[config.mk]
export PLATFORM = sky130hd
export DESIGN_NAME = pic_page_classifier
export DESIGN_NICKNAME = d
export VERILOG_FILES = /design/src/rtl/pic_pkg.sv /design/src/rtl/pic_word_seq.sv /design/src/rtl/pic_crc_engine.sv /design/src/rtl/pic_hdr_capture.sv /design/src/rtl/pic_verdict.sv /design/src/rtl/pic_page_classifier.sv
export SDC_FILE = /design/constraint.sdc
export NUM_CORES = 1
export LEC_CHECK = 0
export BUFFER_PORTS_ARGS = -buffer_cell sky130_fd_sc_hd__buf_2
export CORE_MARGIN = 5
export CORE_UTILIZATION = 45
export DETAILED_ROUTE_END_ITERATION = 12
export PLACE_DENSITY = 0.6
export SETUP_SLACK_MARGIN = 0.05
export SLEW_MARGIN = 20
export SYNTH_ARGS = -nofsm -noshare
export SYNTH_HDL_FRONTEND = slang
export SYNTH_SLANG_ARGS = --single-unit
[constraint.sdc]
create_clock -name clk -period 11.05 [get_ports clk]
set_clock_uncertainty 0.2 [all_clocks]
set_input_delay 1.105 -clock clk [delete_from_list [all_inputs] [get_ports clk]]
set_output_delay 1.105 -clock clk [all_outputs]
set_load 0.01 [all_outputs]
[src/rtl/pic_pkg.sv]
package pic_pkg;

    localparam int          WORD_W       = 64;
    localparam int          MAGIC_W      = 32;
    localparam int          HDR_WORDS    = 3;
    localparam int          IDX_MAGIC    = 0;
    localparam int          IDX_LSN      = 1;
    localparam int          IDX_CSUM     = 2;
    localparam logic [63:0] CRC_GEN      = 64'h42F0_E1EB_A9EA_3693;
    localparam logic [63:0] CRC_SEED     = 64'hFFFF_FFFF_FFFF_FFFF;

    typedef enum logic [1:0] {
        CLS_CURRENT = 2'd0,
        CLS_BEHIND  = 2'd1,
        CLS_AHEAD   = 2'd2,
        CLS_CORRUPT = 2'd3
    } page_class_e;

    typedef enum logic [1:0] {
        ACT_NONE         = 2'd0,
        ACT_REPLAY       = 2'd1,
        ACT_FETCH_REPLAY = 2'd2,
        ACT_RSVD         = 2'd3
    } repair_act_e;

    typedef struct packed {
        logic [MAGIC_W-1:0] magic;
        logic [WORD_W-1:0]  lsn;
        logic [WORD_W-1:0]  csum;
    } page_hdr_t;

    typedef struct packed {
        page_class_e cls;
        repair_act_e act;
        logic        crc_ok;
    } verdict_t;

    // Advance the checksum by one 64-bit word, most significant bit first.
    function automatic logic [63:0] crc_fold_word(input logic [63:0] crc_in,
                                                  input logic [63:0] word);
        logic [63:0] c;
        logic        fb;
        c = crc_in;
        for (int b = 63; b >= 0; b--) begin
            fb = c[63] ^ word[b];
            c  = {c[62:0], 1'b0};
            if (fb) c = c ^ CRC_GEN;
        end
        return c;
    endfunction

    function automatic repair_act_e action_for(input page_class_e cls);
        case (cls)
            CLS_CURRENT: return ACT_NONE;
            CLS_BEHIND:  return ACT_REPLAY;
            default:     return ACT_FETCH_REPLAY;
        endcase
    endfunction

endpackage

[src/rtl/pic_word_seq.sv]
module pic_word_seq #(
    parameter int PAGE_WORDS = 8,
    localparam int IDX_W = $clog2(PAGE_WORDS)
) (
    input  logic             clk,
    input  logic             rst,
    input  logic             take,
    output logic [IDX_W-1:0] idx,
    output logic             first,
    output logic             last
);
    localparam logic [IDX_W-1:0] LAST_IDX = IDX_W'(PAGE_WORDS - 1);

    logic [IDX_W-1:0] idx_q;

    always_ff @(posedge clk) begin
        if (rst) begin
            idx_q <= '0;
        end else if (take) begin
            idx_q <= (idx_q == LAST_IDX) ? '0 : idx_q + 1'b1;
        end
    end

    assign idx   = idx_q;
    assign first = (idx_q == '0);
    assign last  = (idx_q == LAST_IDX);

    p_idx_in_page_r3: assert property (@(posedge clk) disable iff (rst)
        idx_q <= LAST_IDX);

    p_wrap_after_last_r3: assert property (@(posedge clk) disable iff (rst)
        (take && last) |=> (idx_q == '0));

endmodule

[src/rtl/pic_crc_engine.sv]
module pic_crc_engine
    import pic_pkg::*;
(
    input  logic              clk,
    input  logic              rst,
    input  logic              take,
    input  logic              first,
    input  logic              mask_word,
    input  logic [WORD_W-1:0] word,
    output logic [63:0]       crc_next
);
    logic [63:0] crc_q;
    logic [63:0] base;
    logic [63:0] eff_word;

    always_comb begin
        base     = first ? CRC_SEED : crc_q;
        eff_word = mask_word ? '0 : word;
        crc_next = crc_fold_word(base, eff_word);
    end

    always_ff @(posedge clk) begin
        if (rst) begin
            crc_q <= CRC_SEED;
        end else if (take) begin
            crc_q <= crc_next;
        end
    end

    p_hold_when_idle_r2: assert property (@(posedge clk) disable iff (rst)
        !take |=> $stable(crc_q));

endmodule

[src/rtl/pic_hdr_capture.sv]
module pic_hdr_capture
    import pic_pkg::*;
#(
    parameter int PAGE_WORDS = 8,
    localparam int IDX_W = $clog2(PAGE_WORDS)
) (
    input  logic              clk,
    input  logic              rst,
    input  logic              take,
    input  logic [IDX_W-1:0]  idx,
    input  logic [WORD_W-1:0] word,
    output page_hdr_t         hdr
);
    page_hdr_t hdr_q;

    always_ff @(posedge clk) begin
        if (rst) begin
            hdr_q <= '0;
        end else if (take) begin
            case (idx)
                IDX_W'(IDX_MAGIC): hdr_q.magic <= word[63:32];
                IDX_W'(IDX_LSN):   hdr_q.lsn   <= word;
                IDX_W'(IDX_CSUM):  hdr_q.csum  <= word;
                default: ;
            endcase
        end
    end

    assign hdr = hdr_q;

    p_body_keeps_header_r3: assert property (@(posedge clk) disable iff (rst)
        (take && idx >= IDX_W'(HDR_WORDS)) |=> $stable(hdr_q));

endmodule

[src/rtl/pic_verdict.sv]
module pic_verdict
    import pic_pkg::*;
(
    input  logic              magic_ok,
    input  logic              crc_match,
    input  logic [WORD_W-1:0] stored_lsn,
    input  logic [WORD_W-1:0] expect_lsn,
    output verdict_t          verdict
);
    page_class_e cls;

    always_comb begin
        if (!crc_match || !magic_ok) begin
            cls = CLS_CORRUPT;
        end else if (stored_lsn < expect_lsn) begin
            cls = CLS_BEHIND;
        end else if (stored_lsn == expect_lsn) begin
            cls = CLS_CURRENT;
        end else begin
            cls = CLS_AHEAD;
        end
        verdict.cls    = cls;
        verdict.act    = action_for(cls);
        verdict.crc_ok = crc_match;
    end

endmodule

[src/rtl/pic_page_classifier.sv]
module pic_page_classifier
    import pic_pkg::*;
#(
    parameter int          PAGE_WORDS = 8,
    parameter logic [31:0] MAGIC      = 32'hC0DE_5A9E
) (
    input  logic        clk,
    input  logic        rst,
    input  logic        in_valid,
    output logic        in_ready,
    input  logic [63:0] in_data,
    input  logic [63:0] expected_lsn,
    output logic        done,
    output logic [1:0]  page_class,
    output logic [1:0]  repair_action,
    output logic        crc_ok
);
    localparam int IDX_W = $clog2(PAGE_WORDS);

    logic             take;
    logic [IDX_W-1:0] idx;
    logic             first;
    logic             last;
    logic [63:0]      crc_next;
    page_hdr_t        hdr;
    verdict_t         verdict;
    verdict_t         result_q;
    logic             done_q;

    assign in_ready = !done_q;
    assign take     = in_valid && in_ready;

    pic_word_seq #(.PAGE_WORDS(PAGE_WORDS)) u_seq (
        .clk   (clk),
        .rst   (rst),
        .take  (take),
        .idx   (idx),
        .first (first),
        .last  (last)
    );

    pic_crc_engine u_crc (
        .clk       (clk),
        .rst       (rst),
        .take      (take),
        .first     (first),
        .mask_word (idx == IDX_W'(IDX_CSUM)),
        .word      (in_data),
        .crc_next  (crc_next)
    );

    pic_hdr_capture #(.PAGE_WORDS(PAGE_WORDS)) u_hdr (
        .clk  (clk),
        .rst  (rst),
        .take (take),
        .idx  (idx),
        .word (in_data),
        .hdr  (hdr)
    );

    pic_verdict u_verdict (
        .magic_ok   (hdr.magic == MAGIC),
        .crc_match  (crc_next == hdr.csum),
        .stored_lsn (hdr.lsn),
        .expect_lsn (expected_lsn),
        .verdict    (verdict)
    );

    always_ff @(posedge clk) begin
        if (rst) begin
            done_q   <= 1'b0;
            result_q <= '{cls: CLS_CURRENT, act: ACT_NONE, crc_ok: 1'b0};
        end else begin
            done_q <= take && last;
            if (take && last) begin
                result_q <= verdict;
            end
        end
    end

    assign done          = done_q;
    assign page_class    = result_q.cls;
    assign repair_action = result_q.act;
    assign crc_ok        = result_q.crc_ok;

    p_done_follows_last_r10: assert property (@(posedge clk) disable iff (rst)
        (take && last) |=> done);

    p_done_single_r10: assert property (@(posedge clk) disable iff (rst)
        done |=> !done);

    p_ready_drops_r2: assert property (@(posedge clk) disable iff (rst)
        done |-> !in_ready);

    p_result_held_r10: assert property (@(posedge clk) disable iff (rst)
        !done |-> ($stable(page_class) && $stable(repair_action) && $stable(crc_ok)));

    p_bad_crc_corrupt_r5: assert property (@(posedge clk) disable iff (rst)
        (done && !crc_ok) |-> (page_class == 2'd3 && repair_action == 2'd2));

    p_current_no_action_r8: assert property (@(posedge clk) disable iff (rst)
        (done && page_class == 2'd0) |-> (repair_action == 2'd0 && crc_ok));

    initial begin
        a_min_page_r3: assert (PAGE_WORDS >= HDR_WORDS + 1);
    end

endmodule

==> results of run 1 <==
routing by layer:
metal	global-route usage	vias up	share of wire
li1	-	10400	-
met1	0.424	11300	0.40
met2	0.555	1027	0.47
met3	0.0397	257	0.066
met4	0.146	2	0.057
met5	0	-	0.000067
timing repair:
action | 4_1_cts | 5_1_grt
gates cloned | 0 | 0
setup buffers | 4 | 13
endpoints found under the setup margin | 5 | 5
resized for setup | 6 | 34
pin swaps | 2 | 3
registers in the layout, summed over array words and instances, names as in the netlist:
name and count:
done 1, page_class 2, u_crc.crc_q 64, repair_action 2, u_hdr.hdr 160, crc_ok 1
u_seq.idx 3
stage by stage:
stage,setup WS (ns),cells,utilization,area [um^2]
global route,0.0104,4108,0.524,33100
CTS,0.0824,4095,0.519,32800
finish,0.244,4108,0.524,33100
global placement,-0.321,4046,0.504,31800
detailed placement,-0.352,4046,0.504,31800
floorplan,0.749,2941,-,28700
worst max-delay path: cells and delay by family, from the launching register on:
| family | cells | cell delay, ns |
|---|---|---|
| AOI/OAI and AO/OA | 4 | 1.16 |
| DFF | 1 | 0.41 |
| adders and majority gates | 1 | 0.30 |
| xor gates and xnor gates | 16 | 5.99 |
| and+or+nand+nor | 5 | 1.40 |
| buffers and inverters | 6 | 1.20 |
cells by family after synthesis:
logic type	after synthesis
compound gates	425
xor+xnor	1205
fa+ha+maj	69
buf+inv	225
flops	233
mux	6
simple gates	778
synth_stat cells (5+ instances only):
library cell  count
a21o_1            8
a21oi_1         214
a221oi_1          8
a222oi_1         11
a22o_1           10
a22oi_1          11
and2_1            8
and3b_1           6
buf_1            17
buf_2            15
buf_4            16
buf_6             8
clkbuf_1         75
dfxtp_1         233
ha_1             69
inv_1            92
mux2i_1           6
nand2_1         413
nand2b_1         22
nand3_1          11
nand3b_1          7
nand4_1          25
nor2_1          169
nor2b_1          60
nor3_1           10
nor4_1            6
o21ai_0          56
o21ai_1           7
o21bai_1         14
o221ai_1          6
o221ai_2          6
o2bb2ai_1         7
o311ai_0          5
or2_2            17
xnor2_1         643
xnor2_2          43
xnor2_4          17
xnor3_1         248
xnor3_2          20
xor2_1          169
xor2_2           10
xor2_4            7
xor3_1           40
xor3_2            7
worst max path at each step:
| stage | start | to | slack, ns | depth (start not counted) |
|---|---|---|---|---|
| finish | u_seq.idx[0] | page_class[1] | 0.24 | 32 |
| global route | u_seq.idx[0] | page_class[1] | 0.01 | 32 |
| CTS | u_seq.idx[0] | page_class[1] | 0.08 | 30 |
| detailed placement | in_data[57] | repair_action[1] | -0.35 | 29 |
| global placement | in_data[57] | repair_action[1] | -0.32 | 29 |
| floorplan | in_data[61] | page_class[1] | 0.75 | 28 |
layout make-up:
class / count / area (um^2)
Sequential cell: 233 / 4670
Fill cell: 5975 / 30000
Clock buffer: 29 / 671
Multi-Input combinational cell: 2483 / 23400
Timing Repair Buffer: 407 / 2770
Inverter: 94 / 354
Tap cell: 846 / 1060
Clock inverter: 16 / 196
==> impl_metrics.ini, run 1 <==
[place]
gp_congestion = 1.01
place_hpwl_mm = 96.4
io_buffers = 137

[logic_synthesis]
synth_top_family_by_area = XOR/XNOR gates
async_flop_share = 0
synth_xor_xnor_area_share = 0.552
yosysSeqAreaShare = 0.162
yosys.area.top_type = xnor2_1
synthTopCellsByArea = xnor2_1 (20%), xnor3_1 (19%), dfxtp_1 (16%)
synth_compound_area_frac = 0.0987
synthesized_flop_and_latch_total = 233
synth_warnings = 0
post_synth_mux_area_share = 0.00209
post_synth_inst_count = 2941
synth_top_cell_area_share = 0.196
synthAdderAreaFrac = 0.0301
synth_enable_flop_cells = 0
mean_instance_size_in_the_synthesized_netlist_um2 = 9.76
synth-simple-area-share = 0.120
synth_area_um2 = 28700
syn_nets = 3141
unique_masters_post_synth = 92
synth-main-ff-cell = dfxtp_1

[floorplanning]
floorplan.die.width_um = 263
fp.coreArea_um2 = 63100
cell_row_count = 92
die-area_um2 = 69000
ios = 138
floorplan.die.height_um = 263
initial_utilization = 0.455

[setup_path]
timing.reg2reg.worst_path_depth = 32
timing.reg2reg.setup_slack_ns = 0.24
type_of_element_capturing_the_critical_path = flop
worst_r2r_startpoint = u_seq.idx[0]
max_stage_delay_ns = 0.61
worst-path-max-fanout = 8
path_common_cell = xnor3_1
worstPathRequired_ns = 11.30
worstSetupStartpointType = flop
r2r_end = page_class[1]
critical_path_cell_with_the_highest_stage_delay = xnor3_2
arrival_ns = 11.05
timing.setup.critical_path_class = flop to flop

[clock_network]
worst_setup_hold_path_clk_slew_ns = 0.07
clk-insertion-delay-late_ns = 0.58
ctsRootBufferMaster = clkbuf_16
inserted_clock_buffers = 25
ctsHoldBuffers = 0
cts.sinks = 233
tritoncts = built
ctsHtreeMaxLevel = 1
cts_max_path_bufs = 3

[route]
routed_wire_length_per_instance_um = 28.9
drt_iter0_drcs = 2097
drtPass1Iterations = 6
drc_violations_left = 0
routed_wire_length_mm = 119
antenna_left = 0
vias_per_cell = 5.61
vias = 23000

[timing]
final_period_minus_worst_setup_slack_ns = 10.81
fin_worst_hold_slack_ns = 0.256
max_slew.worst_pin.slew_ns = 1.16
hold_viol_final = 0
max_slew_margin = 0.219
max_clock_freq_mhz = 92.5
timing_max_transition_violations_final = 0
setup_tns_ns = 0
final_min_period_over_clock_period = 0.978
setup_viol_count_final = 0
rsz_0062_raised_after_global_routing = false

[layout]
layout-drive-gt1-share = 0.196
syn_to_final_growth_pct = 15.2
final_cell_mix = xnor2_1 (628), nand2_1 (412), buf_4 (265)
diodes = 0
most_common_library_cell_in_the_layout_ignoring_fill_and_taps = xnor2_1
nNetsFinal = 3444

[global_routing]
grt_first_pass_wirelength_mm = 167
grt_max_degree = 113
grt_pass1_vias = 23100
grt_overflow_total = 0
antenna_violations_before_repair = 1
grtUsageTotal = 0.329

[min_path]
hold_path_end = u_hdr.hdr[130]
hp-class = flop to flop
hold_path.startpoint = u_hdr.hdr[130]
hold_path_depth = 2

[run_status]
run_status = finished, final reports clean

[job]
cap_viol_max_count = 0
Power of run 1 is left out: the tool's default activity adds up to more than one toggle a clock period on the data nets, which glitch-free logic cannot reach.
==> inputs of run 2 (changes only) <==
- ABC_AREA: not set -> 1
- PLACE_DENSITY: 0.6 -> 0.59
==> run 2 against run 1 <==
Effect of this change:
- count of clock-buffer cells in the layout is 1 higher
- die area is 4.0% higher
- final area up 4.3%
- wire length down 4.3%
- critical path depth grew 36
==> impl_metrics.ini, run 2 <==
[layout]
fillers = 6799
register_area_um2 = 4670
finish.utilization = 0.524
nNetsFinal = 4978
layout-drive-gt1-share = 0.207
most_common_library_cell_in_the_layout_ignoring_fill_and_taps = nand2_1
diodes = 0
multiInputGateArea_um2 = 23400
largest_register_ff_count = 160
syn_to_final_growth_pct = 15.3
final_cell_mix = nand2_1 (1149), xor2_1 (662), nand3_1 (379)

[global_routing]
grt_overflow_total = 0
antenna_violations_before_repair = 1
grt_first_pass_wirelength_mm = 168
grt_pass1_vias = 27000
grt_max_degree = 107
grtUsageTotal = 0.303

[timing]
max_slew.worst_pin.slew_ns = 1.24
hold_viol_final = 0
final_period_minus_worst_setup_slack_ns = 10.29
final_min_period_over_clock_period = 0.931
max_clock_freq_mhz = 97.2
timing_max_transition_violations_final = 0
max_slew_margin = 0.166
setup_viol_count_final = 0

[route]
drt_iter0_drcs = 2916
drtPass1Iterations = 8
antenna_left = 0
vias_per_cell = 5.18
routed_wire_length_per_instance_um = 20.1
routed_wire_length_mm = 114
vias = 29300
drc_violations_left = 0

[setup_path]
critical_path_cell_with_the_highest_stage_delay = xor2_1
worst_r2r_startpoint = u_seq.idx[0]
timing.setup.critical_path_class = flop to flop
timing.reg2reg.setup_slack_ns = 0.76
type_of_element_capturing_the_critical_path = flop
arrival_ns = 10.53
path_common_cell = nand2_1
worst-path-max-fanout = 10
max_stage_delay_ns = 0.47
timing.reg2reg.worst_path_depth = 68
r2r_end = page_class[0]
worstPathRequired_ns = 11.29
worstSetupStartpointType = flop

[logic_synthesis]
post_synth_inst_count = 4489
syn_nets = 4689
yosysSeqAreaShare = 0.156
synth-main-ff-cell = dfxtp_1
unique_masters_post_synth = 57
yosys.area.top_type = xor2_1
async_flop_share = 0
synthMostInstantiatedCell = nand2_1
synth_enable_flop_cells = 0
mean_instance_size_in_the_synthesized_netlist_um2 = 6.66
synthTopCellsByArea = xor2_1 (20%), dfxtp_1 (16%), nand2_1 (15%)
synth_top_cell_area_share = 0.198
synth_area_um2 = 29900
synthesized_flop_and_latch_total = 233
synth.cells.most_frequent = nand2_1 (1173), xor2_1 (675), nand3_1 (396), inv_1 (349), nor2_1 (276)
synth_warnings = 0

[clock_network]
ctsHtreeMaxLevel = 1
ctsRootBufferMaster = clkbuf_16
clk-insertion-delay-late_ns = 0.56
inserted_clock_buffers = 25
worst_setup_hold_path_clk_slew_ns = 0.06
cts.sinks = 233
cts_max_path_bufs = 3
tritoncts = built

[floorplanning]
floorplan.die.width_um = 268
ios = 138
floorplan.die.height_um = 268
fp.coreArea_um2 = 65900
cell_row_count = 94
die-area_um2 = 71700
initial_utilization = 0.454

[job]
cap_viol_max_count = 0

[place]
place_hpwl_mm = 94.3
gp_congestion = 1.01
io_buffers = 137

[min_path]
hold_path_depth = 2
hp-class = flop to flop
hold_path_end = crc_ok
hold_path.startpoint = crc_ok

[run_status]
run_status = finished, final reports clean
==> run 2: cell count changes after synthesis, moves of 103 or more <==
| cell | delta |
|---|---|
| xnor3_1 | -243 |
| o21ai_0 | +154 |
| inv_1 | +257 |
| nand2_4 | +103 |
| nor2_1 | +107 |
| nand2_1 | +760 |
| nand3_1 | +385 |
| xor2_1 | +506 |
| xnor2_1 | -438 |
| nand2_2 | +148 |
==> run 2: layer usage <==
metal  track usage  vias to the layer above  wire [um]
met5             0                        -          0
met4        0.0767                        0       3880
met3        0.0284                      136       7240
met2         0.494                      962      50900
met1         0.433                    13600      51400
li1              -                    14700          -
==> run 2: area by class of cell <==
cell class,count,share of cell area
multi-input cells,3696,0.679
well taps,864,0.0313
repair buffers,395,0.0802
inverters,427,0.0487
clock buffers,30,0.0193
flip-flops and latches,233,0.135
clock inverters,15,0.00599
==> run 2: logic make-up (layout without fill, tap and decap cells) <==
| group | Yosys count | after routing | share of synthesized area |
|---|---|---|---|
| adder cells (fa/ha/maj) | 69 | 69 | 0.0289 |
| flip-flops | 233 | 233 | 0.156 |
| buffers and inverters | 563 | 867 | 0.0835 |
| AND/OR/NAND/NOR | 2290 | 2293 | 0.375 |
| AO/OA/AOI/OAI | 412 | 412 | 0.0708 |
| XOR/XNOR | 922 | 922 | 0.286 |
==> run 2: stage by stage <==
step	std cells	worst slack (ns)	area [um^2]	hold WS [ns]	setup TNS [ns]
after floorplan	4489	1.66	29900	0.229	0
after global placement	5566	-0.588	32500	0.236	-2.65
after CTS	5612	0.0611	33400	0.251	0
after global routing	5660	-0.0131	34500	0.262	-0.0131
final	5660	0.759	34500	0.253	0
after detailed placement	5566	-0.636	32500	0.240	-2.92
==> run 2: worst max-delay path: cells and delay by family (launching register included) <==
kind | cells | cell delay [ns]
and+or+nand+nor | 45 | 5.04
xor gates and xnor gates | 10 | 2.82
buffers and inverters | 12 | 1.54
DFF | 1 | 0.36
adders and majority gates | 1 | 0.19
==> run 2: how the worst max path moves through the flow <==
stage,startpoint,endpoint,cells past startpoint
after floorplan,in_data[61],page_class[0],84
after global routing,u_seq.idx[0],page_class[0],83
final,u_seq.idx[0],page_class[0],68
after detailed placement,in_data[60],page_class[0],64
after global placement,in_data[60],page_class[0],70
after CTS,u_seq.idx[0],page_class[0],80
==> run 2: repair_timing <==
item,4_1_cts,5_1_grt
setup buffers,1,45
pin swaps,1,30
cloned,0,3
setup endpoints to repair,5,27
gates resized for setup,11,147
hold buffers,0,0
Power of run 2 is left out for the same reason.
